File: src/rtl/ttx_pkg.sv
// Shared types and helpers for the teletext request sequencer.
// Assumes a 2-bit standard code; code 3 is treated like NABTS.
package ttx_pkg;
    localparam int CNT_W = 9;

    typedef enum logic [1:0] {
        W_IDLE = 2'd0,
        W_WAIT = 2'd1,
        W_RUN  = 2'd2
    } win_state_t;

    // Window length in bits (run-in included) for a standard code.
    function automatic logic [CNT_W-1:0] std_bits(input logic [1:0] std);
        case (std)
            2'd0:    std_bits = CNT_W'(360);
            2'd1:    std_bits = CNT_W'(296);
            default: std_bits = CNT_W'(288);
        endcase
    endfunction
endpackage

File: src/rtl/ttx_bit_pacer.sv
// Phase accumulator that paces request pulses.
// Adds the increment on every cycle that 'run' is high and reports the carry.
// Assumes 'clear' and 'run' are never high together.
module ttx_bit_pacer #(
    parameter int PHASE_W = 16
) (
    input  logic               clk,
    input  logic               rst_n,
    input  logic               clear,
    input  logic               run,
    input  logic [PHASE_W-1:0] inc,
    output logic               carry
);
    logic [PHASE_W-1:0] acc;
    logic [PHASE_W:0]   sum;

    assign sum   = {1'b0, acc} + {1'b0, inc};
    assign carry = sum[PHASE_W];

    // Accumulator: zeroed at window start, advanced while running.
    always_ff @(posedge clk) begin
        if (!rst_n || clear) acc <= '0;
        else if (run)        acc <= sum[PHASE_W-1:0];
    end
endmodule

File: src/rtl/ttx_window.sv
// Insertion window control: line/field selection, start delay, bit count.
// Assumes vt_line_start is a single-cycle pulse and that the config is steady
// while a window is open.
module ttx_window
    import ttx_pkg::*;
#(
    parameter int LINE_W  = 10,
    parameter int N_LINES = 32,
    parameter int DLY_W   = 12
) (
    input  logic               clk,
    input  logic               rst_n,
    input  logic               en,
    input  logic               line_start,
    input  logic               field,
    input  logic [LINE_W-1:0]  line_num,
    input  logic [N_LINES-1:0] set_f1,
    input  logic [N_LINES-1:0] set_f2,
    input  logic [DLY_W-1:0]   start_dly,
    input  logic [1:0]         std,
    input  logic               carry,
    output logic               acc_clear,
    output logic               acc_run,
    output logic               issue,
    output logic               active
);
    localparam int IDX_W = (N_LINES > 1) ? $clog2(N_LINES) : 1;

    win_state_t       state;
    logic [DLY_W-1:0] dly_cnt;
    logic [CNT_W-1:0] bits_left;
    logic             line_hit;
    logic [IDX_W-1:0] idx;

    assign idx       = line_num[IDX_W-1:0];
    assign line_hit  = (line_num < LINE_W'(N_LINES)) && (field ? set_f2[idx] : set_f1[idx]);
    assign acc_clear = (state == W_WAIT) && en && (dly_cnt == '0);
    assign acc_run   = (state == W_RUN) && en;
    assign issue     = acc_run && carry;
    assign active    = (state == W_RUN);

    // Window sequencing: arm on enabled line, wait, count bits, close.
    always_ff @(posedge clk) begin
        if (!rst_n) begin
            state     <= W_IDLE;
            dly_cnt   <= '0;
            bits_left <= '0;
        end else if (!en) begin
            state <= W_IDLE;
        end else begin
            case (state)
                W_IDLE: if (line_start && line_hit) begin
                    state   <= W_WAIT;
                    dly_cnt <= start_dly;
                end
                W_WAIT: if (dly_cnt == '0) begin
                    state     <= W_RUN;
                    bits_left <= std_bits(std);
                end else begin
                    dly_cnt <= dly_cnt - 1'b1;
                end
                W_RUN: if (issue) begin
                    bits_left <= bits_left - 1'b1;
                    if (bits_left == CNT_W'(1)) state <= W_IDLE;
                end
                default: state <= W_IDLE;
            endcase
        end
    end

    // a disabled block returns to idle at the next edge.
    p_idle_when_off_r9: assert property (@(posedge clk) disable iff (!rst_n)
        !en |=> state == W_IDLE);
    // an expired start delay opens the window.
    p_open_after_delay_r3: assert property (@(posedge clk) disable iff (!rst_n)
        (state == W_WAIT && en && dly_cnt == '0) |=> state == W_RUN);
    // a running window always has bits left to request.
    p_run_has_bits_r4: assert property (@(posedge clk) disable iff (!rst_n)
        state == W_RUN |-> bits_left != '0);
    // a running window persists regardless of line starts until its last bit.
    p_run_persists_r6: assert property (@(posedge clk) disable iff (!rst_n)
        (state == W_RUN && en && !(issue && bits_left == CNT_W'(1))) |=> state == W_RUN);
endmodule

File: src/rtl/ttx_sampler.sv
// Latency-matched capture of returned bits.
// Delays each request by the programmed latency and samples the data input.
// Assumes latency stays steady while samples are in flight.
module ttx_sampler #(
    parameter int LAT_W = 4
) (
    input  logic             clk,
    input  logic             rst_n,
    input  logic             req,
    input  logic [LAT_W-1:0] latency,
    input  logic             data,
    input  logic             clkout_mode,
    output logic             bit_out,
    output logic             bit_valid
);
    localparam int DEPTH = (1 << LAT_W) - 1;

    logic [DEPTH-1:0] hist;
    logic             tap;

    assign tap = (latency == '0) ? req : hist[latency - 1'b1];

    // Request history: bit i holds the request i+1 cycles ago.
    generate
        if (DEPTH == 1) begin : g_one
            always_ff @(posedge clk) begin
                if (!rst_n) hist <= '0;
                else        hist <= req;
            end
        end else begin : g_many
            always_ff @(posedge clk) begin
                if (!rst_n) hist <= '0;
                else        hist <= {hist[DEPTH-2:0], req};
            end
        end
    endgenerate

    // Capture: register the data bit and its strobe on a matured request.
    always_ff @(posedge clk) begin
        if (!rst_n) begin
            bit_out   <= 1'b0;
            bit_valid <= 1'b0;
        end else begin
            bit_valid <= tap && !clkout_mode;
            if (tap && !clkout_mode) bit_out <= data;
        end
    end

    // no bit is delivered while the pin carries the clock.
    p_no_valid_clkout_r8: assert property (@(posedge clk) disable iff (!rst_n)
        ($past(rst_n) && $past(clkout_mode)) |-> !bit_valid);
endmodule

File: src/rtl/ttx_req_gen.sv
// Teletext bit request generator, top level.
// Drives bit requests on selected lines, captures returned bits, and can
// instead output a half-rate clock. Assumes cfg_phase_inc < 2^(PHASE_W-1).
module ttx_req_gen #(
    parameter int PHASE_W = 16,
    parameter int LINE_W  = 10,
    parameter int N_LINES = 32,
    parameter int DLY_W   = 12,
    parameter int LAT_W   = 4
) (
    input  logic               clk,
    input  logic               rst_n,
    input  logic               cfg_enable,
    input  logic               cfg_rtc_mode,
    input  logic               cfg_clkout_mode,
    input  logic [1:0]         cfg_std,
    input  logic [PHASE_W-1:0] cfg_phase_inc,
    input  logic [DLY_W-1:0]   cfg_start_dly,
    input  logic [LAT_W-1:0]   cfg_latency,
    input  logic [N_LINES-1:0] cfg_lines_f1,
    input  logic [N_LINES-1:0] cfg_lines_f2,
    input  logic               vt_field,
    input  logic [LINE_W-1:0]  vt_line,
    input  logic               vt_line_start,
    input  logic               ttx_data,
    output logic               ttx_req,
    output logic               bit_out,
    output logic               bit_valid,
    output logic               win_active
);
    logic en, carry, acc_clear, acc_run, issue;
    logic req_q, clk_div;

    assign en = cfg_enable && !cfg_rtc_mode && !cfg_clkout_mode;

    ttx_window #(.LINE_W(LINE_W), .N_LINES(N_LINES), .DLY_W(DLY_W)) u_win (
        .clk(clk), .rst_n(rst_n), .en(en), .line_start(vt_line_start),
        .field(vt_field), .line_num(vt_line), .set_f1(cfg_lines_f1),
        .set_f2(cfg_lines_f2), .start_dly(cfg_start_dly), .std(cfg_std),
        .carry(carry), .acc_clear(acc_clear), .acc_run(acc_run),
        .issue(issue), .active(win_active)
    );

    ttx_bit_pacer #(.PHASE_W(PHASE_W)) u_pacer (
        .clk(clk), .rst_n(rst_n), .clear(acc_clear), .run(acc_run),
        .inc(cfg_phase_inc), .carry(carry)
    );

    ttx_sampler #(.LAT_W(LAT_W)) u_smp (
        .clk(clk), .rst_n(rst_n), .req(req_q), .latency(cfg_latency),
        .data(ttx_data), .clkout_mode(cfg_clkout_mode),
        .bit_out(bit_out), .bit_valid(bit_valid)
    );

    // Request pulse register and half-rate clock divider.
    always_ff @(posedge clk) begin
        if (!rst_n) begin
            req_q   <= 1'b0;
            clk_div <= 1'b0;
        end else begin
            req_q   <= issue;
            clk_div <= cfg_clkout_mode ? !clk_div : 1'b0;
        end
    end

    assign ttx_req = cfg_clkout_mode ? clk_div : req_q;

    // request pulses are one cycle wide with a gap after each.
    p_req_one_cycle_r5: assert property (@(posedge clk) disable iff (!rst_n)
        req_q |=> !req_q);
    // in clock mode the pin changes on every edge.
    p_clk_toggles_r8: assert property (@(posedge clk) disable iff (!rst_n)
        ($past(rst_n) && cfg_clkout_mode && $past(cfg_clkout_mode)) |-> ttx_req != $past(ttx_req));
    // nothing is active right after reset.
    p_quiet_after_reset_r1: assert property (@(posedge clk)
        !$past(rst_n) |-> (!req_q && !win_active && !bit_valid));
endmodule

File: config.mk
export PLATFORM = sky130hd
export DESIGN_NAME = ttx_req_gen
export DESIGN_NICKNAME = d
export VERILOG_FILES = /design/src/rtl/ttx_pkg.sv /design/src/rtl/ttx_bit_pacer.sv /design/src/rtl/ttx_window.sv /design/src/rtl/ttx_sampler.sv /design/src/rtl/ttx_req_gen.sv
export SDC_FILE = /design/constraint.sdc
export NUM_CORES = 1
export LEC_CHECK = 0
export ABC_AREA = 1
export BUFFER_PORTS_ARGS = -buffer_cell sky130_fd_sc_hd__buf_2
export CAP_MARGIN = 20
export CORE_ASPECT_RATIO = 0.9
export CORE_UTILIZATION = 30
export DETAILED_ROUTE_END_ITERATION = 16
export GPL_ROUTABILITY_DRIVEN = 0
export PLACE_DENSITY = 0.58
export SYNTH_ARGS = -nofsm -noshare
export SYNTH_HDL_FRONTEND = slang
export SYNTH_SLANG_ARGS = --single-unit
File: constraint.sdc
create_clock -name clk -period 3.3 [get_ports clk]
set_input_delay 0.99 -clock clk [delete_from_list [all_inputs] [get_ports clk]]
set_output_delay 0.99 -clock clk [all_outputs]
set_load 0.005 [all_outputs]
==> results list <==
* Setup slack on the worst flop-to-flop path: 1.04 ns
* # port buffers: 119
- Grt ovf: 0
- Post-DR wirelength/cell: 11.3 µm
- Compared with the post-synthesis result, the final layout area differs by 23.1%.
- Data on the critical path arrives at its endpoint at 2.94 ns.
- In the global route stage, overall resource usage came out at 15.9%.
- Counting every sink on the clock net gives 58.
- STA classifies the critical path endpoint as a flip-flop.
- Final-report max-slew violation count: 0
- Path type of the worst min-delay path: flip-flop to flip-flop
- Count of flip-flops with a built-in enable after synthesis: 0
* Pre-CTS setup slack: 0.248 ns
- Crit Path Class: input port to flip-flop
* Standard cell core area: 14200 µm²
* Total of max-cap violations: 0
- Among all stages on the critical path, the largest delay is contributed by sky130_fd_sc_hd__fa_1.
* Wire length of the first global-routing pass: 19100 µm
- Half-perimeter wire length of the detailed placement result: 8670 µm
* Syn nets: 848
- Number of rows created at floorplan: 41
* Largest voltage drop on the vdd net: 0.219 mV
- Largest fanout on the critical path: 11
- Of all flip-flops after synthesis, the portion carrying an async set or reset was 0%.
- RSZ-0062 raised after global routing: false
- STA puts the critical path data required time at 3.52 ns.
* Via count of the first global-routing pass: 4157
- The placed instances occupy a cell area of 5130 µm².
- Relative slew slack: 57.7%
- Result of the run: completed
* Number of nets still failing antenna checks after routing: 0
- The initial antenna violation count is 0.
- Post-detailed-routing wire length: 11500 µm
* Measured slew at the worst slew-check pin: 0.635 ns
- Hold is met by 0.421 ns.
* Starting utilization of the core area: 31.1%
* H-tree depth: 3
* Final setup vio count: 0
* DIE WIDTH: 130 µm
* Maximum frequency from static timing analysis: 0.368 GHz
- Insertion delay of the later-clocked pin in the worst-skew pair: 0.33 ns
- P_leak: 2.89 nW
- Traced cell by cell, the critical path runs through buf_2 > ha_1 > fa_1 > nand2_1 > nand2_1 > nand2_1 > nand2_2 > nand2_1 > nand2_2 > nand2_1 > nand2_1 > nand2_1 > nand2_1 > nand2_2 > inv_4 > nand2_2 > xor2_1 > nor2_1.
- Final worst path period need: 2.72 ns
- Endpoint with the worst hold slack: clk_div$_SDFF_PN0_
* Post CTS Setup Buffer Count: 0
- Mean number of vias per cell: 4.49
- Chip height: 117 µm
* Cell count of the worst reg-to-reg path: 17
- Post-synthesis average cell area: 6.24 µm²
* Power density of the placed cells: 351 nW/µm²
- Number of DRC violations after detailed-routing iteration 0: 207
- The netlist uses 43 different library cells.
* Warnings from Yosys: 0
- Startpoint type of the worst setup path: input port
- Hold Fails Final Rpt: 0
- Delay of the slowest cell on the worst path: 0.38 ns
- End of the worst register-to-register path: u_win.bits_left[0]$_SDFFE_PN0P_
- Detailed-routing iteration count for the pre-antenna-repair pass: 5
- DR vias: 4562
* TritonCTS clock tree: yes
- Crit path top cell by count: sky130_fd_sc_hd__nand2_1
- The synthesized design contains 58 register bits.
- Worst setup slack after layout: 0.581 ns
- Post-route design area: 5430 µm²
- Aggregate negative setup slack: 0 ns
- In this run the critical register-to-register path is launched from u_pacer.acc[0]$_SDFFE_PP0P_.
- For this run, design rule violations remaining after detail routing come to 0.
* Part of the Yosys area used for sequential elements: 26.3%
- Among all flip-flop cells after synthesis, the most frequent one is sky130_fd_sc_hd__dfxtp_1.
* WHS Path Cells: 1
- CTS placed an instance of sky130_fd_sc_hd__clkbuf_16 at the clock tree root.
- Clk slew on worst S/H paths: 0.05 ns
* Die footprint: 15200 µm²
- The startpoint identified for the worst hold timing path is clk_div$_SDFF_PN0_.
- Entering global routing, the biggest net connects 33 pins.
- Post-CTS sizing: 0
- Layout cells sized above 1: 20.7%
- Share of the core filled with cells in the final layout: 38.2%
* Ant diodes: 0
- Number of nets at the end of the flow: 958
- In the synthesized netlist, the number of instances is 707.
* Final critical-path share of the clock period: 82.4%
- Between clock sinks in the finished design, the worst skew comes to 0.00530 ns.
* Number of clock buffers inserted by TritonCTS: 9
- The clock passes through at most 2 buffers.
- Number of top-level design ports: 120
- The number of hold buffers added after CTS was 0.
- The synthesized netlist occupies a cell area of 4410 µm².
[Yosys cell counts (4+ instances only)]
cell / n / area (µm²)
sky130_fd_sc_hd__dfxtp_1: 58 / 1160
sky130_fd_sc_hd__nor2_1: 68 / 255
sky130_fd_sc_hd__nand3b_1: 4 / 30.0
sky130_fd_sc_hd__clkbuf_1: 5 / 18.8
sky130_fd_sc_hd__nor3_1: 7 / 35.0
sky130_fd_sc_hd__buf_2: 11 / 55.1
sky130_fd_sc_hd__nand2_2: 4 / 25.0
sky130_fd_sc_hd__inv_1: 74 / 278
sky130_fd_sc_hd__or2_2: 11 / 68.8
sky130_fd_sc_hd__o31ai_1: 4 / 30.0
sky130_fd_sc_hd__o21ai_0: 18 / 90.1
sky130_fd_sc_hd__mux2i_1: 4 / 40.0
sky130_fd_sc_hd__buf_6: 6 / 67.6
sky130_fd_sc_hd__ha_1: 24 / 300
sky130_fd_sc_hd__xor2_1: 14 / 123
sky130_fd_sc_hd__nand2_1: 206 / 773
sky130_fd_sc_hd__nand4_1: 7 / 43.8
sky130_fd_sc_hd__a21oi_1: 52 / 260
sky130_fd_sc_hd__buf_4: 5 / 37.5
sky130_fd_sc_hd__nand3_1: 89 / 445
[placed cells by master (no fill, tap or decap), drive strengths merged, types with 7 or more instances in the layout]
cell type	Yosys	routed
xor2	14	14
nor2	70	70
nand2	211	211
ha	24	24
inv	78	78
nand3	92	92
buf	23	127
nand4	7	7
dfxtp	58	58
or2	11	11
nor3	7	7
o21ai	20	20
clkbuf	5	10
a21oi	52	52
[layer usage]
layer | vias to the layer above | part of all wire, % | track usage (%)
met5 | - | 0 | 0
met4 | 0 | 0.93 | 4.65
li1 | 2497 | - | -
met2 | 91 | 43 | 25.2
met1 | 1969 | 51 | 21.2
met3 | 5 | 4.9 | 4.41
[metrics by stage]
stage	cells	total power [mW]
after floorplan	707	0.877
after global placement	999	0.978
after detailed placement	999	0.977
after CTS	1015	1.94
after global routing	1015	2.01
final	1015	1.91
[state kept, by name, summed over array words and instances (netlist names)]
| signal | flops |
|---|---|
| clk_div | 1 |
| req_q | 1 |
| u_pacer.acc | 16 |
| u_smp.bit_out | 1 |
| u_smp.bit_valid | 1 |
| u_smp.hist | 15 |
| u_win.bits_left | 9 |
| u_win.dly_cnt | 12 |
| u_win.state | 2 |
[power by group]
part	switching, mW	total, mW	internal (mW)	leakage [nW]
logic	0.142	0.257	0.115	2.28
clock network	0.344	0.948	0.604	0.141
registers	0.00124	0.705	0.704	0.467
[worst max-delay path: cells and delay by family]
family / cells / cell delay (ns)
AND/OR/NAND/NOR: 13 / 1.02
adder cells (fa/ha/maj): 2 / 0.59
XOR/XNOR: 1 / 0.17
buffers and inverters: 2 / 0.16
[worst max path at each step]
stage,from,end,slack [ns],cells after the start
after CTS,cfg_phase_inc[0],u_win.bits_left[0]$_SDFFE_PN0P_,0.59,18
final,cfg_phase_inc[0],u_win.bits_left[0]$_SDFFE_PN0P_,0.58,18
after floorplan,cfg_phase_inc[0],u_win.bits_left[0]$_SDFFE_PN0P_,0.53,18
after global routing,cfg_phase_inc[0],u_win.bits_left[0]$_SDFFE_PN0P_,0.32,18
after detailed placement,cfg_phase_inc[0],u_win.bits_left[0]$_SDFFE_PN0P_,0.25,18
after global placement,cfg_phase_inc[0],u_win.bits_left[0]$_SDFFE_PN0P_,0.25,18
[cell families after synthesis]
group                      count (synthesis)  synth area share, %
AOI/OAI and AO/OA                         91                 11.5
xor gates and xnor gates                  17                 3.37
adders and majority gates                 25                 7.26
buffers and inverters                    107                 11.0
DFF                                       58                 26.3
muxes                                      4                0.907
and+or+nand+nor                          405                 39.7
[area by class of cell]
class,instances,area [µm²]
fillers,1558,8780
well taps,193,241
flip-flops and latches,58,1160
clock buffers,10,239
inverters,79,302
repair buffers,127,656
multi-input cells,542,2770
clock inverters,6,66.3
Note: power is estimated with default switching activity, not from simulation.
